**config.mk**
```make
export PLATFORM = sky130hd
export DESIGN_NAME = tlb_xlate_top
export DESIGN_NICKNAME = d
export VERILOG_FILES = /design/src/rtl/tlb_pkg.sv /design/src/rtl/tlb_match.sv /design/src/rtl/tlb_victim.sv /design/src/rtl/tlb_store.sv /design/src/rtl/tlb_xlate_top.sv
export SDC_FILE = /design/constraint.sdc
export NUM_CORES = 2
export LEC_CHECK = 0
export CAP_MARGIN = 20
export CORE_ASPECT_RATIO = 1.5
export CORE_MARGIN = 5
export CORE_UTILIZATION = 25
export CTS_CLUSTER_DIAMETER = 100
export DETAILED_ROUTE_END_ITERATION = 6
export PLACE_DENSITY = 0.38
export SYNTH_ARGS = -nofsm -noshare
export SYNTH_HDL_FRONTEND = slang
export SYNTH_SLANG_ARGS = --single-unit
export TNS_END_PERCENT = 50
```
**constraint.sdc**
```tcl
create_clock -name clk -period 4.3 [get_ports clk]
set_input_delay 1.29 -clock clk [delete_from_list [all_inputs] [get_ports clk]]
set_output_delay 1.29 -clock clk [all_outputs]
set_load 0.005 [all_outputs]
```
**src/rtl/tlb_pkg.sv**
```systemverilog
`timescale 1ns/1ps
package tlb_pkg;

    typedef enum logic [1:0] {
        ACC_RD  = 2'd0,
        ACC_WR  = 2'd1,
        ACC_EX  = 2'd2,
        ACC_RSV = 2'd3
    } acc_e;

    typedef enum logic [2:0] {
        RS_IDLE  = 3'd0,
        RS_HIT   = 3'd1,
        RS_MISS  = 3'd2,
        RS_FAULT = 3'd3,
        RS_DIRTY = 3'd4
    } rsp_e;

    localparam int PERM_W   = 3;
    localparam int PERM_RD  = 0;
    localparam int PERM_WR  = 1;
    localparam int PERM_EX  = 2;

    function automatic logic perm_allows(input logic [PERM_W-1:0] perm, input acc_e acc);
        logic ok;
        unique case (acc)
            ACC_RD:  ok = perm[PERM_RD];
            ACC_WR:  ok = perm[PERM_WR];
            ACC_EX:  ok = perm[PERM_EX];
            default: ok = 1'b0;
        endcase
        return ok;
    endfunction

endpackage

```
**src/rtl/tlb_match.sv**
```systemverilog
`timescale 1ns/1ps
module tlb_match #(
    parameter int ENTRIES = 8,
    parameter int VPN_W   = 30,
    parameter int ASID_W  = 8
) (
    input  logic [ENTRIES-1:0] valid_vec,
    input  logic [VPN_W-1:0]   vpn_arr  [ENTRIES],
    input  logic [ASID_W-1:0]  asid_arr [ENTRIES],
    input  logic [VPN_W-1:0]   key_vpn,
    input  logic [ASID_W-1:0]  key_asid,
    output logic [ENTRIES-1:0] hit_vec
);
    // One comparator per entry: valid, page and identifier must all agree.
    for (genvar i = 0; i < ENTRIES; i++) begin : g_cmp
        assign hit_vec[i] = valid_vec[i]
                          && (vpn_arr[i]  == key_vpn)
                          && (asid_arr[i] == key_asid);
    end
endmodule

```
**src/rtl/tlb_victim.sv**
```systemverilog
`timescale 1ns/1ps
module tlb_victim #(
    parameter int ENTRIES = 8,
    localparam int IDX_W  = (ENTRIES > 1) ? $clog2(ENTRIES) : 1
) (
    input  logic               clk,
    input  logic               rst_n,
    input  logic [ENTRIES-1:0] valid_vec,
    input  logic [ENTRIES-1:0] dup_vec,
    input  logic               fill_go,
    input  logic               ptr_clear,
    output logic [IDX_W-1:0]   victim_idx
);
    logic [IDX_W-1:0] rr_q;
    logic [IDX_W-1:0] dup_idx;
    logic [IDX_W-1:0] free_idx;
    logic             dup_any;
    logic             free_any;
    logic             use_rr;

    // Matching entry, if any (at most one exists).
    always_comb begin
        dup_idx = '0;
        for (int i = 0; i < ENTRIES; i++) begin
            if (dup_vec[i]) dup_idx = IDX_W'(i);
        end
    end
    assign dup_any = |dup_vec;

    // Lowest free entry: scan downward so the lowest index wins.
    always_comb begin
        free_idx = '0;
        for (int i = ENTRIES - 1; i >= 0; i--) begin
            if (!valid_vec[i]) free_idx = IDX_W'(i);
        end
    end
    assign free_any = ~&valid_vec;

    assign use_rr = !dup_any && !free_any;

    always_comb begin
        if (dup_any)       victim_idx = dup_idx;
        else if (free_any) victim_idx = free_idx;
        else               victim_idx = rr_q;
    end

    always_ff @(posedge clk) begin
        if (!rst_n || ptr_clear) begin
            rr_q <= '0;
        end else if (fill_go && use_rr) begin
            if (rr_q == IDX_W'(ENTRIES - 1)) rr_q <= '0;
            else                             rr_q <= rr_q + 1'b1;
        end
    end
endmodule

```
**src/rtl/tlb_store.sv**
```systemverilog
`timescale 1ns/1ps
module tlb_store
    import tlb_pkg::*;
#(
    parameter int ENTRIES = 8,
    parameter int VPN_W   = 30,
    parameter int PPN_W   = 21,
    parameter int ASID_W  = 8,
    localparam int IDX_W  = (ENTRIES > 1) ? $clog2(ENTRIES) : 1
) (
    input  logic               clk,
    input  logic               rst_n,
    input  logic               flush_all,
    input  logic               flush_asid_en,
    input  logic [ASID_W-1:0]  flush_asid,
    input  logic               wr_en,
    input  logic [IDX_W-1:0]   wr_idx,
    input  logic [VPN_W-1:0]   wr_vpn,
    input  logic [ASID_W-1:0]  wr_asid,
    input  logic [PPN_W-1:0]   wr_ppn,
    input  logic [PERM_W-1:0]  wr_perm,
    input  logic               wr_dirty,
    output logic [ENTRIES-1:0] valid_vec,
    output logic [ENTRIES-1:0] dirty_vec,
    output logic [VPN_W-1:0]   vpn_arr  [ENTRIES],
    output logic [ASID_W-1:0]  asid_arr [ENTRIES],
    output logic [PPN_W-1:0]   ppn_arr  [ENTRIES],
    output logic [PERM_W-1:0]  perm_arr [ENTRIES]
);
    for (genvar i = 0; i < ENTRIES; i++) begin : g_ent
        logic hit_wr;
        assign hit_wr = wr_en && (wr_idx == IDX_W'(i));

        always_ff @(posedge clk) begin
            if (!rst_n || flush_all) begin
                valid_vec[i] <= 1'b0;
            end else if (flush_asid_en) begin
                if (asid_arr[i] == flush_asid) valid_vec[i] <= 1'b0;
            end else if (hit_wr) begin
                valid_vec[i] <= 1'b1;
            end
        end

        always_ff @(posedge clk) begin
            if (!rst_n) begin
                dirty_vec[i] <= 1'b0;
                vpn_arr[i]   <= '0;
                asid_arr[i]  <= '0;
                ppn_arr[i]   <= '0;
                perm_arr[i]  <= '0;
            end else if (hit_wr && !flush_all && !flush_asid_en) begin
                dirty_vec[i] <= wr_dirty;
                vpn_arr[i]   <= wr_vpn;
                asid_arr[i]  <= wr_asid;
                ppn_arr[i]   <= wr_ppn;
                perm_arr[i]  <= wr_perm;
            end
        end
    end
endmodule

```
**src/rtl/tlb_xlate_top.sv**
```systemverilog
`timescale 1ns/1ps
module tlb_xlate_top
    import tlb_pkg::*;
#(
    parameter int ENTRIES = 8,
    parameter int VA_W    = 43,
    parameter int OFF_W   = 13,
    parameter int PPN_W   = 21,
    parameter int ASID_W  = 8,
    localparam int VPN_W  = VA_W - OFF_W,
    localparam int PA_W   = PPN_W + OFF_W,
    localparam int IDX_W  = (ENTRIES > 1) ? $clog2(ENTRIES) : 1
) (
    input  logic              clk,
    input  logic              rst_n,
    input  logic              req_valid,
    input  logic [VA_W-1:0]   req_vaddr,
    input  logic [ASID_W-1:0] req_asid,
    input  logic [1:0]        req_acc,
    output logic              rsp_valid,
    output logic              rsp_hit,
    output logic              rsp_miss,
    output logic              rsp_fault,
    output logic              rsp_dirty_miss,
    output logic [PA_W-1:0]   rsp_paddr,
    input  logic              fill_valid,
    input  logic [VPN_W-1:0]  fill_vpn,
    input  logic [ASID_W-1:0] fill_asid,
    input  logic [PPN_W-1:0]  fill_ppn,
    input  logic [2:0]        fill_perm,
    input  logic              fill_dirty,
    input  logic              flush_all,
    input  logic              flush_asid_en,
    input  logic [ASID_W-1:0] flush_asid
);
    logic [ENTRIES-1:0] valid_vec;
    logic [ENTRIES-1:0] dirty_vec;
    logic [VPN_W-1:0]   vpn_arr  [ENTRIES];
    logic [ASID_W-1:0]  asid_arr [ENTRIES];
    logic [PPN_W-1:0]   ppn_arr  [ENTRIES];
    logic [PERM_W-1:0]  perm_arr [ENTRIES];

    logic [ENTRIES-1:0] look_hit;
    logic [ENTRIES-1:0] fill_dup;
    logic [IDX_W-1:0]   victim_idx;
    logic               fill_go;

    logic [VPN_W-1:0]   req_vpn;
    logic [OFF_W-1:0]   req_off;
    logic [PPN_W-1:0]   sel_ppn;
    logic [PERM_W-1:0]  sel_perm;
    logic               sel_dirty;
    logic               any_hit;

    rsp_e state_q, state_d;
    logic [PA_W-1:0] paddr_q;

    assign req_vpn = req_vaddr[VA_W-1:OFF_W];
    assign req_off = req_vaddr[OFF_W-1:0];
    assign fill_go = fill_valid && !flush_all && !flush_asid_en;

    tlb_store #(
        .ENTRIES (ENTRIES),
        .VPN_W   (VPN_W),
        .PPN_W   (PPN_W),
        .ASID_W  (ASID_W)
    ) u_store (
        .clk           (clk),
        .rst_n         (rst_n),
        .flush_all     (flush_all),
        .flush_asid_en (flush_asid_en),
        .flush_asid    (flush_asid),
        .wr_en         (fill_go),
        .wr_idx        (victim_idx),
        .wr_vpn        (fill_vpn),
        .wr_asid       (fill_asid),
        .wr_ppn        (fill_ppn),
        .wr_perm       (fill_perm),
        .wr_dirty      (fill_dirty),
        .valid_vec     (valid_vec),
        .dirty_vec     (dirty_vec),
        .vpn_arr       (vpn_arr),
        .asid_arr      (asid_arr),
        .ppn_arr       (ppn_arr),
        .perm_arr      (perm_arr)
    );

    tlb_match #(
        .ENTRIES (ENTRIES),
        .VPN_W   (VPN_W),
        .ASID_W  (ASID_W)
    ) u_look (
        .valid_vec (valid_vec),
        .vpn_arr   (vpn_arr),
        .asid_arr  (asid_arr),
        .key_vpn   (req_vpn),
        .key_asid  (req_asid),
        .hit_vec   (look_hit)
    );

    tlb_match #(
        .ENTRIES (ENTRIES),
        .VPN_W   (VPN_W),
        .ASID_W  (ASID_W)
    ) u_dup (
        .valid_vec (valid_vec),
        .vpn_arr   (vpn_arr),
        .asid_arr  (asid_arr),
        .key_vpn   (fill_vpn),
        .key_asid  (fill_asid),
        .hit_vec   (fill_dup)
    );

    tlb_victim #(
        .ENTRIES (ENTRIES)
    ) u_victim (
        .clk        (clk),
        .rst_n      (rst_n),
        .valid_vec  (valid_vec),
        .dup_vec    (fill_dup),
        .fill_go    (fill_go),
        .ptr_clear  (flush_all),
        .victim_idx (victim_idx)
    );

    // OR-mux of the (at most one) matching entry's fields.
    always_comb begin
        sel_ppn   = '0;
        sel_perm  = '0;
        sel_dirty = 1'b0;
        for (int i = 0; i < ENTRIES; i++) begin
            if (look_hit[i]) begin
                sel_ppn   = sel_ppn   | ppn_arr[i];
                sel_perm  = sel_perm  | perm_arr[i];
                sel_dirty = sel_dirty | dirty_vec[i];
            end
        end
    end
    assign any_hit = |look_hit;

    // Next-state classification of the request in this cycle.
    always_comb begin
        if (!req_valid)                                   state_d = RS_IDLE;
        else if (!any_hit)                                state_d = RS_MISS;
        else if (!perm_allows(sel_perm, acc_e'(req_acc))) state_d = RS_FAULT;
        else if ((acc_e'(req_acc) == ACC_WR) && !sel_dirty) state_d = RS_DIRTY;
        else                                              state_d = RS_HIT;
    end

    // State register.
    always_ff @(posedge clk) begin
        if (!rst_n) state_q <= RS_IDLE;
        else        state_q <= state_d;
    end

    always_ff @(posedge clk) begin
        if (!rst_n)         paddr_q <= '0;
        else if (req_valid) paddr_q <= {sel_ppn, req_off};
    end

    // Output decode.
    always_comb begin
        rsp_valid      = 1'b0;
        rsp_hit        = 1'b0;
        rsp_miss       = 1'b0;
        rsp_fault      = 1'b0;
        rsp_dirty_miss = 1'b0;
        unique case (state_q)
            RS_IDLE:  ;
            RS_HIT:   begin rsp_valid = 1'b1; rsp_hit        = 1'b1; end
            RS_MISS:  begin rsp_valid = 1'b1; rsp_miss       = 1'b1; end
            RS_FAULT: begin rsp_valid = 1'b1; rsp_fault      = 1'b1; end
            RS_DIRTY: begin rsp_valid = 1'b1; rsp_dirty_miss = 1'b1; end
            default:  ;
        endcase
    end
    assign rsp_paddr = paddr_q;

endmodule

```
==> impl_results.md <==
- Outcome: complete, but fails checks
- Failing checks: setup timing
- Initial DRC Count: 2576
- DRT Wirelength: 188500 um
- Place WS: -1.020 ns
- PnR worst setup slack: -0.01189 ns
- Async S/R FF share, synth: 0%
- Cell variety after synth: 63
- Die ar.: 132400 um2
- Mean Syn Cell Area: 8.307 um2
- Cells after Synth: 3763
- Crit-path leading delay family: buffers and inverters
- Global-route wire length before repair: 257700 um
- MaxCap Viol Count: 0
- CP Capture Type: flip-flop
- Overflow after GRT: 0
- Row cnt: 159
- Vias in the first global route: 33220
- TritonCTS Buffers: 67
- Worst hold margin: 0.4673 ns
- Worst Skew: 0.02853 ns
- Area leader, netlist: dfxtp_1
- Yosys reg bits: 552
- VDD IR max: 0.2792 mV
- List of most frequent post-synthesis cells: dfxtp_1 (552), a21oi_1 (386), xnor2_1 (382), nand4_1 (335), clkbuf_1 (295)
- Chip Width: 298.7 um
- Worst path cell trace: clkdlybuf4s50_1, buf_12, buf_4, buf_4, xnor2_2, nand4_1, nor4_2, buf_4, nand4_1, and4b_2, buf_4, a21oi_4, a211oi_4, buf_12, buf_4, buf_4, nand3_1, a21oi_1
- Syn-to-layout area delta: 39.07%
- P_leak: 0.01573 uW
- Detailed placer's ending HPWL: 140100 um
- Post-cts hold buffer count: 0
- Hold Crit Class: reg -> reg
- Routed Antenna Nets: 0
- Net Count, Synth: 3895
- Vias per Instance: 5.490
- Most used cell, CP: buf_4
- Clock Latency Late Sink: 0.68 ns
- Seq. cell area: 11050 um2
- RSZ-0062 raised after global routing: yes
- Port Buf Inserts: 168
- Mean routed wirelength per cell: 31.77 um
- Die Y: 443.1 um
- Most common cell in the synthesized netlist: dfxtp_1
- Crit path largest cell delay: 0.45 ns
- ANT cells: 0
- Vias: 32580
- Share of cells above drive strength 1: 21.00%
- CP Max Fanout: 6
- Initial antenna violation count: 3
- Max Freq: 231.9 MHz
- Seq/Total Area, Yosys: 35.35%
- Slew @ Worst Pin: 0.9815 ns
- Largest cells by area after synthesis: dfxtp_1 (35%), xnor2_1 (11%), xor2_1 (7.3%)
- Synth Warn #: 0
- Max-slew violations: 0
- DRC errors left: 0
- H-tree Lvls: 3
- Fillers: 12970
- Startpoint Class: input pin
- Buf+Inv Stages, Crit Path: 9
- Worst Path Arrival: 4.84 ns
- Critical-path top delay cell: clkdlybuf4s50_1
- Min cycle time layout: 4.312 ns
- Clk slew on worst S/H paths: 0.06 ns
- I/O pin cnt: 169
- Starting Density: 25.06%
- Clk buf depth: 3
- Relative slew margins: 34.36%
- Pwr dens: 300.5 nW/um2
- WP data required: 4.83 ns
- Worst Path Class, Setup: in -> reg
- Post-synthesis cell area: 31260 um2
- Nets@finish: 4408
- Area of the multi-input gates: 18860 um2
- Global Route Usage Sum: 27.08%
- Drt first pass iters: 6
- Final setup fails: 3
- Endpoints failing hold: 0
- Routability cong.: 1.018
- Dominant synthesized flop cell: dfxtp_1
- CTS Sinks: 552
- Core box area: 124700 um2
- Root Buffer: clkbuf_16
- EDFF count, synth: 0
- CTS tree: built
- Synth top area share: 35.35%
- Pin count of the biggest net entering global routing: 80
- Fin crit share: 100.3%
-- where the power goes --
part           switching (uW)  internal [uW]  total, uW
Sequential               32.0           5140       5180
Combinational            1110            824       1930
Clock                    2560           3390       5950
Total                    3700           9360      13100
-- routing by layer --
layer  vias up  wire [um]  GRT usage, %
li1      14630          -             -
met1     16030      66380         28.27
met2      1316      94140         48.31
met3       600       8981         4.010
met4         2      19030         21.51
met5         -         20             0
-- registers in the layout, indices dropped and copies added, names as in the netlist, 8 cells and up --
signal and count:
rsp_paddr 34, u_store.asid_arr 64, u_store.dirty_vec 8, u_store.perm_arr 24, u_store.ppn_arr 168, u_store.valid_vec 8, u_store.vpn_arr 240
-- worst register-to-register path, delay by kind of cell (launching register included) --
kind,cells,cell delay [ns]
AO/OA/AOI/OAI,5,0.90
AND/OR/NAND/NOR,3,1.25
XOR/XNOR,1,0.13
buffers and inverters,3,0.67
flip-flops,1,0.48
-- area by class of cell --
type | instances | share of cell area, %
Sequential cell | 552 | 25.42
Clock inverter | 20 | 0.7569
Clock buffer | 97 | 4.415
Tap cell | 1610 | 4.634
Inverter | 12 | 0.1209
Multi-Input combinational cell | 2758 | 43.39
Timing Repair Buffer | 885 | 21.27
-- path summary, 6_finish.rpt --
check                                    start                          endpoint  slack [ns]  depth (start not counted)
min reg2reg   u_store.ppn_arr[38]$_SDFFE_PN0P_  u_store.ppn_arr[38]$_SDFFE_PN0P_        0.47                          2
max                               fill_vpn[26]  u_store.ppn_arr[53]$_SDFFE_PN0P_       -0.01                         18
max reg2reg  u_store.asid_arr[41]$_SDFFE_PN0P_             state_q[0]$_SDFF_PN0_        0.73                         12
min           u_store.ppn_arr[38]$_SDFFE_PN0P_  u_store.ppn_arr[38]$_SDFFE_PN0P_        0.47                          2
-- metrics by stage --
stage                     total power [uW]  instance area (um2)  utilization, %   TNS, ns  cells
after floorplan                       5998                31260               -         0   3763
after global placement                7166                40300           32.31   -449.76   5793
after detailed placement              7152                40300           32.31   -449.84   5793
after CTS                            13160                42780           34.30         0   5915
after global routing                 13460                43470           34.85  -0.02465   5934
final                                13060                43470           34.85  -0.01621   5934
-- cells by family after synthesis --
kind of cell    Yosys count  share of synthesized area, %
buf+inv                 453                         6.320
fa+ha+maj                 2                       0.08004
simple gates           1057                         18.31
xor+xnor                645                         18.14
flops                   552                         35.35
compound gates          891                         16.58
mux                     163                         5.220
-- placed cells by master, fill, tap and decap left out, types with 27 or more instances in the layout --
| cell | instances |
|---|---|
| nand2b_1 | 62 |
| nor4_1 | 85 |
| o21ai_1 | 27 |
| o31ai_1 | 117 |
| a22oi_1 | 49 |
| mux2i_1 | 163 |
| nor2_1 | 182 |
| o21ai_0 | 230 |
| buf_4 | 546 |
| xnor2_1 | 349 |
| nand3_1 | 294 |
| dfxtp_1 | 552 |
| nand2_1 | 37 |
| clkdlybuf4s50_1 | 163 |
| a21oi_1 | 384 |
| nand4_1 | 335 |
| buf_12 | 155 |
| clkbuf_16 | 70 |
| xnor2_2 | 29 |
| xor2_1 | 260 |
-- what timing repair did --
action | 4_1_cts | 5_1_grt
pin swaps | 4 | 11
endpoints found under the setup margin | 480 | 516
setup buffers | 2 | 16
gates resized for setup | 23 | 82
gates cloned | 3 | 3
(Power assumes the default switching activity.)
